<file path="config.mk">
export PLATFORM = sky130hd
export DESIGN_NAME = lockstep_duplex_cmp
export DESIGN_NICKNAME = d
export VERILOG_FILES = /design/src/rtl/duplex_pkg.sv /design/src/rtl/duplex_rail_cell.sv /design/src/rtl/duplex_lane_prep.sv /design/src/rtl/duplex_rail_tree.sv /design/src/rtl/duplex_halt_fsm.sv /design/src/rtl/lockstep_duplex_cmp.sv
export SDC_FILE = /design/constraint.sdc
export NUM_CORES = 1
export LEC_CHECK = 0
export BUFFER_PORTS_ARGS = -buffer_cell sky130_fd_sc_hd__buf_2
export CORE_ASPECT_RATIO = 1.1
export CORE_MARGIN = 2
export CORE_UTILIZATION = 55
export CTS_CLUSTER_DIAMETER = 200
export DETAILED_ROUTE_END_ITERATION = 8
export MAX_ROUTING_LAYER = met4
export PLACE_DENSITY = 0.87
export SETUP_SLACK_MARGIN = 0.1
export SLEW_MARGIN = 15
export SYNTH_ARGS = -nofsm -noshare
export SYNTH_HDL_FRONTEND = slang
export SYNTH_HIERARCHICAL = 1
export SYNTH_SLANG_ARGS = --single-unit
</file>
<file path="constraint.sdc">
create_clock -name clk -period 2.4 [get_ports clk]
set_clock_uncertainty 0.15 [all_clocks]
set_input_delay 0.72 -clock clk [delete_from_list [all_inputs] [get_ports clk]]
set_output_delay 0.72 -clock clk [all_outputs]
set_load 0.05 [all_outputs]
</file>
<file path="src/rtl/duplex_pkg.sv">
package duplex_pkg;

    // Halt controller states
    typedef enum logic [1:0] {
        ST_RUN    = 2'd0,
        ST_ALERT  = 2'd1,
        ST_HALTED = 2'd2
    } dx_state_e;

    // Code reported when no comparison is taken
    localparam logic [1:0] RAIL_IDLE = 2'b01;

    // A two-rail pair is valid only when its rails differ
    function automatic logic rail_invalid(input logic [1:0] r);
        return (r[1] == r[0]);
    endfunction

endpackage

</file>
<file path="src/rtl/duplex_rail_cell.sv">
// One two-rail checker cell: output is complementary only if both
// input pairs are complementary; any non-code input propagates.
module duplex_rail_cell (
    input  logic x0,
    input  logic x1,
    input  logic y0,
    input  logic y1,
    output logic z0,
    output logic z1
);

    assign z0 = (x0 & y0) | (x1 & y1);
    assign z1 = (x0 & y1) | (x1 & y0);

endmodule

</file>
<file path="src/rtl/duplex_lane_prep.sv">
// Packs both buses into lane vectors, applies the test-mode lane flip to
// the second processor, and inverts its side to form two-rail pairs.
module duplex_lane_prep #(
    parameter int AW = 16,
    parameter int DW = 16,
    parameter int CW = 4,
    localparam int LANES = AW + DW + CW + 1,
    localparam int SELW  = $clog2(LANES)
) (
    input  logic [AW-1:0]   a_addr,
    input  logic [DW-1:0]   a_wdata,
    input  logic [CW-1:0]   a_ctrl,
    input  logic            a_valid,
    input  logic [AW-1:0]   b_addr,
    input  logic [DW-1:0]   b_wdata,
    input  logic [CW-1:0]   b_ctrl,
    input  logic            b_valid,
    input  logic            inject_en,
    input  logic [SELW-1:0] inject_sel,
    output logic [LANES-1:0] rail_t,
    output logic [LANES-1:0] rail_f,
    output logic             active
);

    logic [LANES-1:0] a_lane;
    logic [LANES-1:0] b_lane;
    logic [LANES-1:0] flip;

    assign a_lane = {a_valid, a_ctrl, a_wdata, a_addr};
    assign b_lane = {b_valid, b_ctrl, b_wdata, b_addr};

    always_comb begin
        for (int i = 0; i < LANES; i++) begin
            flip[i] = inject_en && (int'(inject_sel) == i);
        end
    end

    assign rail_t = a_lane;
    assign rail_f = ~(b_lane ^ flip);
    assign active = a_valid | b_valid;

endmodule

</file>
<file path="src/rtl/duplex_rail_tree.sv">
// Balanced tree of two-rail cells; unused leaves are padded with 10,
// which is neutral in the tree.
module duplex_rail_tree #(
    parameter int LANES = 37,
    localparam int LEVELS = (LANES > 1) ? $clog2(LANES) : 1,
    localparam int NP     = 1 << LEVELS
) (
    input  logic [LANES-1:0] rail_t,
    input  logic [LANES-1:0] rail_f,
    output logic [1:0]       rail_out
);

    genvar l, n;
    for (l = 0; l <= LEVELS; l++) begin : g_lvl
        localparam int NODES = NP >> l;
        logic [NODES-1:0] r0;
        logic [NODES-1:0] r1;
        if (l == 0) begin : g_leaf
            for (n = 0; n < NODES; n++) begin : g_n
                if (n < LANES) begin : g_real
                    assign r0[n] = rail_t[n];
                    assign r1[n] = rail_f[n];
                end else begin : g_pad
                    assign r0[n] = 1'b1;
                    assign r1[n] = 1'b0;
                end
            end
        end else begin : g_join
            for (n = 0; n < NODES; n++) begin : g_n
                duplex_rail_cell u_cell (
                    .x0 (g_lvl[l-1].r0[2*n]),
                    .x1 (g_lvl[l-1].r1[2*n]),
                    .y0 (g_lvl[l-1].r0[2*n+1]),
                    .y1 (g_lvl[l-1].r1[2*n+1]),
                    .z0 (r0[n]),
                    .z1 (r1[n])
                );
            end
        end
    end

    assign rail_out = {g_lvl[LEVELS].r0[0], g_lvl[LEVELS].r1[0]};

endmodule

</file>
<file path="src/rtl/duplex_halt_fsm.sv">
// Halt controller: trips on an invalid registered code, pulses the
// memory-system error, holds halt until recovery completes.
module duplex_halt_fsm
    import duplex_pkg::*;
(
    input  logic       clk,
    input  logic       rst_n,
    input  logic [1:0] rail_q,
    input  logic       recover_done,
    output logic       halt_req,
    output logic       err_to_mem,
    output logic [1:0] first_code
);

    dx_state_e st_q;
    dx_state_e st_n;

    // State register
    always_ff @(posedge clk or negedge rst_n) begin
        if (!rst_n) begin
            st_q <= ST_RUN;
        end else begin
            st_q <= st_n;
        end
    end

    // Transitions
    always_comb begin
        st_n = st_q;
        unique case (st_q)
            ST_RUN:    if (rail_invalid(rail_q)) st_n = ST_ALERT;
            ST_ALERT:  st_n = ST_HALTED;
            ST_HALTED: if (recover_done) st_n = ST_RUN;
            default:   st_n = ST_RUN;
        endcase
    end

    // Outputs
    always_comb begin
        halt_req   = 1'b0;
        err_to_mem = 1'b0;
        unique case (st_q)
            ST_RUN:    ;
            ST_ALERT:  begin halt_req = 1'b1; err_to_mem = 1'b1; end
            ST_HALTED: halt_req = 1'b1;
            default:   ;
        endcase
    end

    // First-error code capture
    always_ff @(posedge clk or negedge rst_n) begin
        if (!rst_n) begin
            first_code <= RAIL_IDLE;
        end else if (st_q == ST_RUN && st_n == ST_ALERT) begin
            first_code <= rail_q;
        end else if (st_q == ST_HALTED && st_n == ST_RUN) begin
            first_code <= RAIL_IDLE;
        end
    end

endmodule

</file>
<file path="src/rtl/lockstep_duplex_cmp.sv">
module lockstep_duplex_cmp
    import duplex_pkg::*;
#(
    parameter int AW = 16,
    parameter int DW = 16,
    parameter int CW = 4
) (
    input  logic                            clk,
    input  logic                            rst_n,
    input  logic [AW-1:0]                   a_addr,
    input  logic [DW-1:0]                   a_wdata,
    input  logic [CW-1:0]                   a_ctrl,
    input  logic                            a_valid,
    input  logic [AW-1:0]                   b_addr,
    input  logic [DW-1:0]                   b_wdata,
    input  logic [CW-1:0]                   b_ctrl,
    input  logic                            b_valid,
    input  logic                            recover_done,
    input  logic                            inject_en,
    input  logic [$clog2(AW+DW+CW+1)-1:0]   inject_sel,
    output logic [1:0]                      chk_rail,
    output logic                            err_to_mem,
    output logic                            halt_req,
    output logic [1:0]                      first_code
);

    localparam int LANES = AW + DW + CW + 1;

    logic [LANES-1:0] rail_t;
    logic [LANES-1:0] rail_f;
    logic             active;
    logic [1:0]       tree_out;
    logic [1:0]       rail_q;

    duplex_lane_prep #(.AW(AW), .DW(DW), .CW(CW)) u_prep (
        .a_addr     (a_addr),
        .a_wdata    (a_wdata),
        .a_ctrl     (a_ctrl),
        .a_valid    (a_valid),
        .b_addr     (b_addr),
        .b_wdata    (b_wdata),
        .b_ctrl     (b_ctrl),
        .b_valid    (b_valid),
        .inject_en  (inject_en),
        .inject_sel (inject_sel),
        .rail_t     (rail_t),
        .rail_f     (rail_f),
        .active     (active)
    );

    duplex_rail_tree #(.LANES(LANES)) u_tree (
        .rail_t   (rail_t),
        .rail_f   (rail_f),
        .rail_out (tree_out)
    );

    // Registered result; no comparison while halted or idle
    always_ff @(posedge clk or negedge rst_n) begin
        if (!rst_n) begin
            rail_q <= RAIL_IDLE;
        end else if (active && !halt_req) begin
            rail_q <= tree_out;
        end else begin
            rail_q <= RAIL_IDLE;
        end
    end

    duplex_halt_fsm u_fsm (
        .clk          (clk),
        .rst_n        (rst_n),
        .rail_q       (rail_q),
        .recover_done (recover_done),
        .halt_req     (halt_req),
        .err_to_mem   (err_to_mem),
        .first_code   (first_code)
    );

    assign chk_rail = rail_q;

endmodule

</file>
==> results.cfg <==
[die]
start_util_pct = 58.1
fp.dieH_microns = 75.1
rows = 25
coreArea_sq_um = 4350
fp.dieW_microns = 68.6
die_area_sq_um = 5150
num_io_pins = 90

[clocking]
cts.sink_count = 6
cts_buffers = 3
clkTransAtPathRegs_ps = 40
clk_latency_ps = 230
clockRootBuffer = clkbuf_8
hold_buffers = 0
ctsHtreeMaxLevel = 1
cts_tree = built
cts_buffer_depth = 2

[sta]
fmax_mhz = 295
fin_crit_sh_pct = 141
hold_violations = 0
rsz0062_at_grt = yes
tns_ps = -1840
finalSetupViolCount = 2
setup_ws_ps = -991
timing.final.max_slew_violations = 0
fin_crit_ps = 3390

[global_routing]
grt_use_met1_pct = 26.0
grt.overflow.total = 0
antenna_found_initial = 0
grt_use_met2_pct = 57.7
grt.busiest_layer = met2
grt_max_degree = 13
grt_pass1_vias = 2830
grtUsageTotal_pct = 28.7
use_met3_pct = 3.14
grt_first_pass_wirelength_mm = 11.2

[synth]
synth-seq-cells = 6
avgSynthCellArea_sq_um = 8.31
ys_types = 38
synth_edf_count = 0
syn_inst = 304
ys.flop_type = dfrtp_1
yosysTopAreaCellShare_pct = 43.7
yosys.area.top_type = a22o_1
yosys_warnings = 6
ys_async_sr_fraction_pct = 100
synth_seq_area_share_pct = 6.04
netlist_area_sq_um = 2530
synth.area.top_cells = a22o_1 44%, xor2_1 13%, buf_4 12%

[cells_and_area]
finalNetCount = 569
n_fill_cell = 291
syn_to_final_growth_pct = 36.1
regArea_sq_um = 153
drive_gt1_share_pct = 28.3
diodes = 0
multi_input_area_sq_um = 2480
fin_cells = 534

[job]
drv_cap = 0

[run_status]
violations = negative setup slack
status = complete, but fails checks

[setup_path]
crit_chain = clkbuf_4 -> nor4b_4 -> nand2_1 -> xor2_1 -> a22o_1 -> a22o_1 -> a22o_1 -> a22o_1 -> a22o_1 -> a22o_1 -> or3b_1
max_stage_delay_ps = 350
worst_setup_path_end_kind = flop
critPathRequiredTime_ps = 2380
cpMostUsedCell = a22o_1
cp_data_arrival_time_ps = 3370
slowest_stage = nor4b_4
crit_type = input pin to flop
crit_family = compound AO/OA/AOI/OAI gates
worstSetupStartpointType = input pin
path_max_fanout = 9
cp.depth = 11
crit_buf_inv = 1
rr_worst_depth = 6

[route]
ant_nets = 0
via_per_inst = 5.69
post_drt_wl_per_cell_microns = 14.4
drc = 0
drtIter0Drc = 146
vias = 3039
wl_mm = 7.71
first_pass_iters = 6

[power_and_ir_drop]
p_leak_nw = 1.72
cellPowerDensity_nw_per_um2 = 388
ir_drop_mv = 0.304
power.total_mw = 1.33

[place]
numPlacedInstances = 527
hpwl_mm = 5.86
portBuffers = 89
gp_congestion = 0.802
place_ws_ps = -1250

[hold_path]
min_path_type = input pin to async pin
## placed cells by master, fill, tap and decap left out, types with 2 or more instances in the layout
| master | instances |
|---|---|
| a31oi_1 | 2 |
| nand4_1 | 7 |
| a22o_1 | 126 |
| buf_2 | 84 |
| and3b_2 | 3 |
| nor2b_1 | 4 |
| nor2_1 | 2 |
| nor4b_4 | 5 |
| nand2_1 | 26 |
| conb_1 | 108 |
| ha_1 | 4 |
| buf_6 | 6 |
| xor2_1 | 36 |
| clkbuf_8 | 3 |
| nand3_1 | 5 |
| inv_1 | 5 |
| dfstp_2 | 2 |
| buf_4 | 16 |
| and3b_1 | 2 |
| nor2_2 | 2 |
| nand2_2 | 2 |
| dfrtp_1 | 4 |
| and4bb_2 | 2 |
| nor3_1 | 2 |
| buf_12 | 2 |
## worst register-to-register path, stage by stage, from the launching register on
cell       delay (ps)
dfrtp_1           450
inv_1             130
ha_1              280
nor2_1            110
o21ai_1           110
a2111oi_0         410
nor3_1             90
## per-stage QoR
stage	hold WS (ps)	area [sq um]	util [%]
final	163	3440	79.1
after global routing	168	3440	79.1
after CTS	171	3370	77.5
after detailed placement	384	3240	74.5
after global placement	383	3240	74.5
after floorplan	274	2950	-
## flip-flops by register name, summed over array words and instances, names as in the netlist
register          flops
chk_rail              2
u_fsm/first_code      2
u_fsm/st_q            2
## kinds of logic after synthesis
group	count (synthesis)	share of synthesized area [%]
other	2	0.297
AO/OA/AOI/OAI	134	46.1
buffers and inverters	49	14.4
AND/OR/NAND/NOR	71	18.0
adder cells (fa/ha/maj)	4	1.98
XOR/XNOR	38	13.2
flip-flops	6	6.04
## report_power, final
part,switching (mW),internal (mW),leakage (nW)
Sequential,0.0425,0.148,0.0746
Clock,0.0478,0.115,0.0228
Combinational,0.577,0.404,1.62
## cell usage after synthesis (2+ instances only)
cell type  number
a31oi_1         2
nor2_1          4
conb_1          2
dfrtp_1         4
buf_6           4
nand3_1         5
a22o_1        126
inv_1           5
xor2_1         37
nor2b_1         4
and4bb_2        2
nand2_1        28
nor4b_2         2
buf_4          40
ha_1            4
and3b_1         4
nor3_1          2
nor4b_1         2
dfstp_2         2
nand4_1         7
## final cells by class
type                    count  area share (%)
well taps                  54            1.97
multi-input cells         355            72.2
inverters                   5           0.546
clock buffers               4            1.31
repair buffers            110            19.5
flip-flops and latches      6            4.44
## final timing paths
check                                     from                  end  slack [ps]
max                              inject_sel[5]          chk_rail[0]        -990
min                                      rst_n          chk_rail[1]         160
max reg2reg                      u_fsm/st_q[0]  u_fsm/first_code[0]         580
min reg2reg                u_fsm/first_code[0]  u_fsm/first_code[0]         390
max in group asynchronous                rst_n          chk_rail[0]        1700
min in group clk           u_fsm/first_code[0]  u_fsm/first_code[0]         390
## metal layers
layer	share of wire, %	wire length, microns
met5	0	0
met4	5.4	416
met3	5.9	458
met2	55	4200
met1	34	2630
## repair_timing
| action | in CTS | in global routing |
|---|---|---|
| resized for setup | 16 | 17 |
| setup buffers | 3 | 0 |
| endpoints found under the setup margin | 2 | 3 |
| pin swaps | 13 | 10 |
| cloned | 0 | 0 |
No activity file was read; power rests on OpenSTA's default activity.
